<file path="config.mk">
export PLATFORM = sky130hd
export DESIGN_NAME = stride_addr_gen
export DESIGN_NICKNAME = d
export VERILOG_FILES = /design/src/rtl/stride_pkg.sv /design/src/rtl/stride_delta.sv /design/src/rtl/stride_count.sv /design/src/rtl/stride_addr_gen.sv
export SDC_FILE = /design/constraint.sdc
export NUM_CORES = 1
export LEC_CHECK = 0
export BUFFER_PORTS_ARGS = -buffer_cell sky130_fd_sc_hd__clkbuf_2
export CAP_MARGIN = 20
export CELL_PAD_IN_SITES_DETAIL_PLACEMENT = 1
export CELL_PAD_IN_SITES_GLOBAL_PLACEMENT = 1
export CORE_UTILIZATION = 45
export DETAILED_ROUTE_END_ITERATION = 16
export GPL_ROUTABILITY_DRIVEN = 0
export PLACE_DENSITY_LB_ADDON = 0.15
export SYNTH_ARGS = -nofsm -noshare
export SYNTH_HDL_FRONTEND = slang
export SYNTH_SLANG_ARGS = --single-unit
</file>
<file path="constraint.sdc">
create_clock -name clk -period 7.65 [get_ports clk]
set_clock_uncertainty 0.15 [all_clocks]
set_input_delay 1.53 -clock clk [delete_from_list [all_inputs] [get_ports clk]]
set_output_delay 1.53 -clock clk [all_outputs]
set_load 0.02 [all_outputs]
</file>
<file path="src/rtl/stride_pkg.sv">
package stride_pkg;
  typedef enum logic [1:0] {
    AM_FIXED     = 2'd0,
    AM_INCR      = 2'd1,
    AM_UBLK      = 2'd2,
    AM_UBLK_DATA = 2'd3
  } am_mode_t;
endpackage

</file>
<file path="src/rtl/stride_delta.sv">
// Picks the address increment for an in-microblock step and a boundary step.
module stride_delta
  import stride_pkg::*;
#(
  parameter int ADDR_W   = 32,
  parameter int STRIDE_W = 24
) (
  input  am_mode_t              mode,
  input  logic [1:0]            size_log2,
  input  logic [STRIDE_W-1:0]   data_stride,
  input  logic [STRIDE_W-1:0]   ublk_stride,
  output logic [ADDR_W-1:0]     elem_delta,
  output logic [ADDR_W-1:0]     ublk_delta
);
  localparam int EXT_W = ADDR_W - STRIDE_W;

  logic [ADDR_W-1:0] size_bytes;
  logic [ADDR_W-1:0] ds_ext;
  logic [ADDR_W-1:0] us_ext;

  assign size_bytes = ADDR_W'(1) << size_log2;
  assign ds_ext     = {{EXT_W{data_stride[STRIDE_W-1]}}, data_stride};
  assign us_ext     = {{EXT_W{ublk_stride[STRIDE_W-1]}}, ublk_stride};

  always_comb begin
    unique case (mode)
      AM_FIXED: begin
        elem_delta = '0;
        ublk_delta = '0;
      end
      AM_INCR: begin
        elem_delta = size_bytes;
        ublk_delta = size_bytes;
      end
      AM_UBLK: begin
        elem_delta = size_bytes;
        ublk_delta = size_bytes + us_ext;
      end
      default: begin
        elem_delta = size_bytes + ds_ext;
        ublk_delta = size_bytes + us_ext;
      end
    endcase
  end
endmodule

</file>
<file path="src/rtl/stride_count.sv">
// Wrapping counter that keeps a registered look-ahead "at last value" flag.
module stride_count #(
  parameter int W = 8
) (
  input  logic         clk,
  input  logic         rst,
  input  logic         clr,
  input  logic         adv,
  input  logic [W-1:0] last_in,
  output logic         at_last
);
  logic [W-1:0] count_q;
  logic [W-1:0] last_q;
  logic [W-1:0] count_inc;

  assign count_inc = count_q + W'(1);

  always_ff @(posedge clk) begin
    if (rst) begin
      count_q <= '0;
      last_q  <= '0;
      at_last <= 1'b0;
    end else if (clr) begin
      count_q <= '0;
      last_q  <= last_in;
      at_last <= (last_in == '0);
    end else if (adv) begin
      if (at_last) begin
        count_q <= '0;
        at_last <= (last_q == '0);
      end else begin
        count_q <= count_inc;
        at_last <= (count_inc == last_q);
      end
    end
  end
endmodule

</file>
<file path="src/rtl/stride_addr_gen.sv">
module stride_addr_gen
  import stride_pkg::*;
#(
  parameter int ADDR_W   = 32,
  parameter int STRIDE_W = 24,
  parameter int UBLEN_W  = 8,
  parameter int BLEN_W   = 8
) (
  input  logic                clk,
  input  logic                rst,
  input  logic                load,
  input  logic [ADDR_W-1:0]   start_addr,
  input  logic [1:0]          size_log2,
  input  logic [1:0]          mode,
  input  logic [UBLEN_W-1:0]  ublen_m1,
  input  logic [BLEN_W-1:0]   blen_m1,
  input  logic [STRIDE_W-1:0] data_stride,
  input  logic [STRIDE_W-1:0] ublk_stride,
  input  logic                step,
  output logic [ADDR_W-1:0]   addr,
  output logic                ublk_end,
  output logic                blk_end,
  output logic                busy
);
  am_mode_t            mode_q;
  logic [1:0]          size_q;
  logic [STRIDE_W-1:0] ds_q;
  logic [STRIDE_W-1:0] us_q;
  logic [ADDR_W-1:0]   addr_q;
  logic                busy_q;

  logic                elem_last;
  logic                ublk_last;
  logic                last_of_blk;
  logic                step_ok;
  logic [ADDR_W-1:0]   elem_delta;
  logic [ADDR_W-1:0]   ublk_delta;

  assign step_ok     = step & busy_q & ~load;
  assign last_of_blk = elem_last & ublk_last;

  // configuration is captured only when a block starts
  always_ff @(posedge clk) begin
    if (rst) begin
      mode_q <= AM_FIXED;
      size_q <= '0;
      ds_q   <= '0;
      us_q   <= '0;
    end else if (load) begin
      mode_q <= am_mode_t'(mode);
      size_q <= size_log2;
      ds_q   <= data_stride;
      us_q   <= ublk_stride;
    end
  end

  stride_delta #(
    .ADDR_W   (ADDR_W),
    .STRIDE_W (STRIDE_W)
  ) u_delta (
    .mode        (mode_q),
    .size_log2   (size_q),
    .data_stride (ds_q),
    .ublk_stride (us_q),
    .elem_delta  (elem_delta),
    .ublk_delta  (ublk_delta)
  );

  // element position inside the microblock
  stride_count #(.W(UBLEN_W)) u_elem_cnt (
    .clk     (clk),
    .rst     (rst),
    .clr     (load),
    .adv     (step_ok & ~last_of_blk),
    .last_in (ublen_m1),
    .at_last (elem_last)
  );

  // microblock position inside the block
  stride_count #(.W(BLEN_W)) u_ublk_cnt (
    .clk     (clk),
    .rst     (rst),
    .clr     (load),
    .adv     (step_ok & elem_last & ~ublk_last),
    .last_in (blen_m1),
    .at_last (ublk_last)
  );

  always_ff @(posedge clk) begin
    if (rst) begin
      addr_q <= '0;
      busy_q <= 1'b0;
    end else if (load) begin
      addr_q <= start_addr;
      busy_q <= 1'b1;
    end else if (step_ok) begin
      if (last_of_blk) begin
        busy_q <= 1'b0;
      end else begin
        addr_q <= addr_q + (elem_last ? ublk_delta : elem_delta);
      end
    end
  end

  assign addr     = addr_q;
  assign busy     = busy_q;
  assign ublk_end = busy_q & elem_last;
  assign blk_end  = busy_q & last_of_blk;
endmodule

</file>
==> results of run 1 <==
Yosys cell counts, types with 3 or more instances:
cell and instances:
nor2_1 139, dfxtp_1 119, a21oi_1 78, nand2_1 73, mux2i_1 72, xor2_1 52
xnor2_1 50, ha_1 43, o21ai_0 36, clkbuf_1 35, nand3_1 28, inv_1 26
o22ai_1 24, and3_1 22, a21o_1 19, nor2b_1 17, a221oi_1 14, nand4_1 13
nor3_1 11, buf_1 10, a211oi_1 9, a22oi_1 7, and2_1 7, nand2b_1 7
nor4_1 7, a31oi_1 6, a21oi_2 3, and4_1 3, nor3b_1 3, o21ai_2 3
o21bai_1 3
placed cells by master (no fill, tap or decap), drive strengths merged, types with 15 or more instances in the layout:
cell type  count
dfxtp        119
clkbuf       153
nor2         139
mux2i         72
nand3         28
a21o          19
xor2          52
a21oi         81
o22ai         25
nor2b         17
a221oi        15
ha            43
xnor2         50
and3          22
inv           29
o21ai         39
nand2         73
power breakdown:
part / internal [W] / switching (W) / leakage [nW]
combinational: 0.000107 / 0.000143 / 2.92
sequential: 0.000654 / 0.0000434 / 0.980
clock: 0.000479 / 0.000317 / 0.272
metal layers:
layer,global-route usage [%],wire [µm]
met5,0,0
met4,7.49,404
met3,5.56,884
met2,44.8,11000
met1,35.1,11200
kinds of logic after synthesis:
group | after synthesis
AO/OA/AOI/OAI | 226
AND/OR/NAND/NOR | 338
buffers and inverters | 72
XOR/XNOR | 102
flip-flops | 119
adder cells (fa/ha/maj) | 44
multiplexers | 72
area by class of cell:
type / count / area [µm²] / area share, %
multi-input cells: 782 / 5210 / 56.2
well taps: 220 / 275 / 2.97
flip-flops and latches: 119 / 2380 / 25.7
repair buffers: 142 / 729 / 7.87
clock inverters: 14 / 153 / 1.65
inverters: 26 / 97.6 / 1.05
clock buffers: 17 / 425 / 4.59
registers in the layout, indices dropped and copies added (netlist names):
| register | cells |
|---|---|
| addr | 32 |
| ds_q | 24 |
| us_q | 24 |
| u_elem_cnt.count_q | 8 |
| u_elem_cnt.last_q | 8 |
| u_ublk_cnt.count_q | 8 |
| u_ublk_cnt.last_q | 8 |
| mode_q | 2 |
| size_q | 2 |
| busy | 1 |
| u_elem_cnt.at_last | 1 |
| u_ublk_cnt.at_last | 1 |
stage by stage:
stage / area (µm²) / hold WS (ps) / total power, W / setup WS [ps]
after floorplan: 7860 / 315 / 0.000867 / 3240
after global placement: 8690 / 325 / 0.000951 / 2710
after detailed placement: 8690 / 342 / 0.000958 / 2540
after CTS: 9270 / 349 / 0.00175 / 2410
after global routing: 9270 / 395 / 0.00181 / 1910
final: 9270 / 349 / 0.00174 / 2380
worst min-delay path by stage:
stage | from | to | slack (ps) | cells past startpoint
after detailed placement | u_elem_cnt.count_q[7] | u_elem_cnt.count_q[7] | 340 | 2
after floorplan | u_elem_cnt.count_q[7] | u_elem_cnt.count_q[7] | 320 | 2
after global placement | u_elem_cnt.count_q[7] | u_elem_cnt.count_q[7] | 330 | 2
after global routing | u_elem_cnt.count_q[7] | u_elem_cnt.count_q[7] | 390 | 2
after CTS | u_elem_cnt.count_q[7] | u_elem_cnt.count_q[7] | 350 | 2
final | u_elem_cnt.count_q[7] | u_elem_cnt.count_q[7] | 350 | 2
worst min-delay path: stages, from the launching register on:
cell and delay [ps]:
dfxtp_1 310, o21ai_0 70, a21oi_1 60
==> metrics.txt, run 1 <==
CTS tree built; VDD IR-drop max roughly 150 µV; clock-pin slew on the worst setup and hold paths roughly 60 ps; # DRC 0; global-route wire length before repair ~38 mm; Via density 5.63; Final Core Density between 50 and 60%; sequence of cells on the critical path nor2_1, ha_1, nor2_1, o211a_1, o22ai_2, a21oi_2, nor2_1, nand2_1, nor2_1, nand3_1, xor2_1, o22ai_1, ha_1, a21o_1, a21oi_1, o21a_1, o21ai_0, a22o_2, a211oi_2, o31ai_2, xor2_1, and4b_1, a2111oi_2; Worst setup startpoint size_q[1]; Fin Setup TNS 0 ps; Cell variety after synth 60; io pins between 100 and 150; Final Max Tran Viols 0; Area Growth Syn to Fin 18.0%; fmax approximately 190 MHz; R2R cell count 23; Die Area between 15000 and 20000 µm²; RSZ-0062 raised after global routing no; Worst Path Required 7830 ps; Top delay family on crit path compound AO/OA/AOI/OAI gates; core area between 15000 and 20000 µm²; largest net degree at the start of global routing 99; DRT iter0 DRCs approximately 340; yosys warns 0; complex-gate fraction of the synthesized area 18.6%; Hold/Removal Path Class reg -> reg; CTS root buf clkbuf_16; post-route insts no fill between 1k and 1.5k; CTS sink cnt around 120; reg2reg setup slack 2380 ps; top cell type's share of synthesized area a little under a third; total grt overflow 0; MaxCap Viol Count 0; top_reg_cell synth dfxtp_1; DIE WIDTH ~130 µm; Syn Area/Cell 8.08 µm²; clock buffer depth 2; Worst setup SP type flop; origin of the critical flop-to-flop path size_q[1]; CP Buf/Inv Count 0; Initial Util ~47%; largest area contributor in the netlist dfxtp_1; Worst Setup End Kind flop; H-tree levels 4; adder-cell area share of the yosys netlist a little over 7%; FFs w/ async S/R, synth 0%; first-pass iteration count of the detailed router 4; PortBufs 138; FF-to-FF End addr[31]; total track usage 26.9%; Critical Path End addr[31]; Clk Latency, worst-skew pair 430 ps; DP HPWL about 17 mm; share of layout cells above drive strength 1 between 10% and 20%; fillers between 2k and 2.5k; Die Height 134 µm; run status complete, no violations; # setup viols final 0; layout net count between 1k and 1.5k; number of stages on the worst setup path 23; Max FO, Critical Path 11; LEAKAGE 4.17 nW; Seq/Total Area, Yosys between 30% and 40%; Tmin final between 5000 and 6000 ps; Worst Tran Pin Value roughly 890 ps; power per cell area roughly 190 nW/µm²; PostCTS Resize Cnt 0; WP data arrival 5440 ps; final WL between 20 and 25 mm; Antenna diodes 0; placed insts roughly 1.3k; Slew headroom 40.9%; Synth Area in Simple Gates approximately a fifth; Rows 47; cts bufs inserted 17; Hold Vio Cnt, Final 0; EDFF count, synth 0; # hold bufs at CTS 0; Netlist Area Pre-Place around 8000 µm²; main combinational cell family by area after synthesis simple AND/OR/NAND/NOR gates; crit share post-route roughly 70%; total number of vias 7430; Post-CTS Setup Inserts 0; most frequent cell on the critical path nor2_1; flip-flop and latch count after synthesis approximately 120; Max stage delay on crit path between 400 and 500 ps; synthesized net count about 1.1k; routed length per instance between 15 and 20 µm; Slowest-stage cell, CP dfxtp_1; top post-synthesis cells by area dfxtp_1 30%, mux2i_1 9.2%, ha_1 6.8%, nor2_1 6.6%, xor2_1 5.8%; Final ANT Viol Nets 0; post-synthesis xor/xnor area fraction 11.4%; WS Path Type reg -> reg; initial antenna violation count 0; Synth Instances between 900 and 1k; vias in the first global route ~7.6k; mux cell area share after synthesis a little under a tenth
No activity file was read; power rests on OpenSTA's default activity.
==> run 2: changes to the inputs <==
- ABC_AREA: not set -> 1
- CORE_UTILIZATION: 45 -> 36
- clock period: 7.65 -> 4.4 ns (I/O delays scaled with it)
==> run 2 against run 1 <==
Net effect:
- setup slack worse by 2200 ps
- global-route usage is 1.0 points lower
- sequential power is 75% higher
- non-clock buffer count is 15 higher
- routed wire length is 29% higher
- sequential share of layout area is 2.6 points lower
- synthesized cell count is 36% higher
- combinational power is 100% higher
- core utilization is 10 points lower
- via count is 26% higher
==> metrics.txt, run 2 <==
Via density 5.26 (was 5.63); MaxCap Viol Count 0 (unchanged); Die Area 24300 µm² (was 18000 µm²); Max FO, Critical Path 7 (was 11); # setup viols final 0 (unchanged); Fin Setup TNS 0 ps (unchanged); Slew headroom 40.5% (was 40.9%); DIE WIDTH 156 µm (was 134 µm); # hold bufs at CTS 0 (unchanged); Final ANT Viol Nets 0 (unchanged); Antenna diodes 0 (unchanged); clock buffer depth 2 (unchanged); routed length per instance 17.0 µm (was 17.8 µm); clock-pin slew on the worst setup and hold paths 60 ps (about the same); max FFs per register 32 (unchanged); Initial Util 37.2% (was 46.7%); CTS root buf clkbuf_16 (unchanged); commonest non-fill, non-tap cells in the layout 229 x nand2_1, 173 x nor2_1, 147 x inv_1, 138 x clkbuf_2, 135 x a21oi_1 (was 139 x nor2_1, 136 x clkbuf_2, 119 x dfxtp_1, 77 x a21oi_1, 73 x nand2_1); largest area contributor in the netlist dfxtp_1 (unchanged); Tmin final 4260 ps (was 5270 ps); core area 22900 µm² (was 16800 µm²); Pwr Total 0.00319 W (was 0.00174 W); Synth Instances 1326 (was 973); most frequent cell after synthesis nand2_1 (was nor2_1); Worst Tran Pin Value 887 ps (about the same); DRT iter0 DRCs 483 (was 338); vias in the first global route 9638 (was 7642); most common cell after layout, fill and taps aside nand2_1 (was nor2_1); CTS tree built (unchanged); Netlist Area Pre-Place 8530 µm² (was 7860 µm²); Worst Setup End Kind flop (unchanged); H-tree levels 4 (unchanged); Worst setup SP type flop (unchanged); Place WS 1.62 ps (was 2540 ps); DP HPWL 23.5 mm (was 17.3 mm); PortBufs 138 (unchanged); VDD IR-drop max 212 µV (was 145 µV); WS Path Type reg -> reg (unchanged); Cell variety after synth 55 (was 60); total track usage 25.9% (was 26.9%); CTS sink cnt 119 (unchanged); Syn Area/Cell 6.44 µm² (was 8.08 µm²); power per cell area 309 nW/µm² (was 188 nW/µm²); placement-stage cell area 9560 µm² (was 8690 µm²); top post-synthesis cells by area dfxtp_1 28%, nand2_1 10%, a21oi_1 8.2%, nor2_1 7.9%, o21ai_0 7.6% (was dfxtp_1 30%, mux2i_1 9.2%, ha_1 6.8%, nor2_1 6.6%, xor2_1 5.8%); top cell type's share of synthesized area 27.9% (was 30.3%); LEAKAGE 4.61 nW (was 4.17 nW); WP data arrival 4460 ps (was 5440 ps); io pins 139 (unchanged); run status complete, no violations (unchanged); Final Instance Area 10300 µm² (was 9270 µm²); initial antenna violation count 0 (unchanged); Final Max Tran Viols 0 (unchanged); share of layout cells above drive strength 1 18.1% (was 17.5%); Hold/Removal Path Class reg -> reg (unchanged); largest net degree at the start of global routing 83 (was 99); # DRC 0 (unchanged); Seq/Total Area, Yosys 27.9% (was 30.3%); synthesized net count 1474 (was 1121); final WL 30.4 mm (was 23.5 mm); Hold Vio Cnt, Final 0 (unchanged); RSZ-0062 raised after global routing yes (was no); Die Height 156 µm (was 134 µm); cts bufs inserted 17 (unchanged); Area Growth Syn to Fin 20.9% (was 18.0%); yosys warns 0 (unchanged); synth cell count leaders 231 x nand2_1, 179 x nor2_1, 149 x inv_1 (was 139 x nor2_1, 119 x dfxtp_1, 78 x a21oi_1); top_reg_cell synth dfxtp_1 (unchanged); total number of vias 9378 (was 7430); flip-flop and latch count after synthesis 119 (unchanged); total grt overflow 0 (unchanged); crit share post-route 96.8% (was 68.8%); layout net count 1605 (was 1236); Final WS setup 140 ps (was 2380 ps); Clk Latency, worst-skew pair 430 ps (about the same); EDFF count, synth 0 (unchanged); Rows 55 (was 47); fmax 235 MHz (was 190 MHz); FFs w/ async S/R, synth 0% (unchanged); global-route wire length before repair 49.5 mm (was 38.2 mm); first-pass iteration count of the detailed router 4 (unchanged); Worst Path Required 4600 ps (was 7830 ps)
run 2: cell types whose count changed in the layout (fill, tap and decap cells not counted), moves of 22 or more:
| cell | before | now |
|---|---|---|
| and3_1 | 22 | 0 |
| o21ai_0 | 36 | 125 |
| nand2_1 | 73 | 229 |
| xnor2_1 | 50 | 10 |
| mux2i_1 | 72 | 0 |
| nor2_1 | 139 | 173 |
| nand3_1 | 28 | 68 |
| xor2_1 | 52 | 23 |
| a21oi_1 | 77 | 135 |
| inv_1 | 26 | 147 |
run 2: per-layer routing:
metal | part of all wire, % | vias up | GRT usage [%]
met4 | 2.6 | 0 | 7.75
met3 | 3.8 | 52 | 4.33
met5 | 0 | - | 0
li1 | - | 4719 | -
met1 | 48 | 4408 | 33.6
met2 | 46 | 199 | 43.6
run 2: power by group:
group          internal [W]  switching, W
Combinational      0.000184      0.000324
Clock              0.000895      0.000568
Sequential          0.00115     0.0000776
run 2: path summary, 6_finish.rpt:
| path | depth (start not counted) | startpoint | endpoint | slack, ps |
|---|---|---|---|---|
| max | 23 | size_q[0] | addr[26] | 140 |
| min | 2 | u_elem_cnt.count_q[7] | u_elem_cnt.count_q[7] | 330 |
| min reg2reg | 2 | u_elem_cnt.count_q[7] | u_elem_cnt.count_q[7] | 330 |
| max reg2reg | 23 | size_q[0] | addr[26] | 140 |
run 2: cell type report:
| class | instances | area (µm²) |
|---|---|---|
| Clock inverter | 14 | 178 |
| Multi-Input combinational cell | 1005 | 5510 |
| Tap cell | 313 | 392 |
| Clock buffer | 18 | 429 |
| Fill cell | 3100 | 12600 |
| Timing Repair Buffer | 157 | 833 |
| Sequential cell | 119 | 2380 |
| Inverter | 157 | 593 |
run 2: logic make-up after synthesis:
family,share of synthesized area [%]
simple gates,29.7
compound gates,23.5
buf+inv,8.96
flops,27.9
fa+ha+maj,6.54
xor+xnor,3.39
run 2: through the flow:
stage               hold WS (ps)  utilization [%]  std cells
detailed placement           322             41.7       1746
floorplan                    295                -       1326
CTS                          331             44.4       1778
global placement             305             41.7       1746
finish                       335             45.0       1783
global route                 341             45.0       1783
run 2: critical path: stages (launching register included):
cell      delay [ps]
dfxtp_2          370
nand2_2          100
inv_1             70
ha_2             390
nand2_1           70
inv_1             80
nand3_1           90
nand2_2          110
inv_2             70
nor2_4           230
buf_4            160
nand3_1           90
o21ai_0          200
o22ai_1          160
ha_1             380
nand2_1          140
o21ai_0          320
o21bai_1         250
nand4_1          190
nand3_1          190
a21oi_1           80
o21ai_0          120
nand2_1           70
a21oi_1          120
run 2: repair_timing:
| item | CTS | global route |
|---|---|---|
| pin swaps | 0 | 6 |
| setup endpoints to repair | 1 | 19 |
| setup buffers | 0 | 5 |
| gates resized for setup | 1 | 32 |
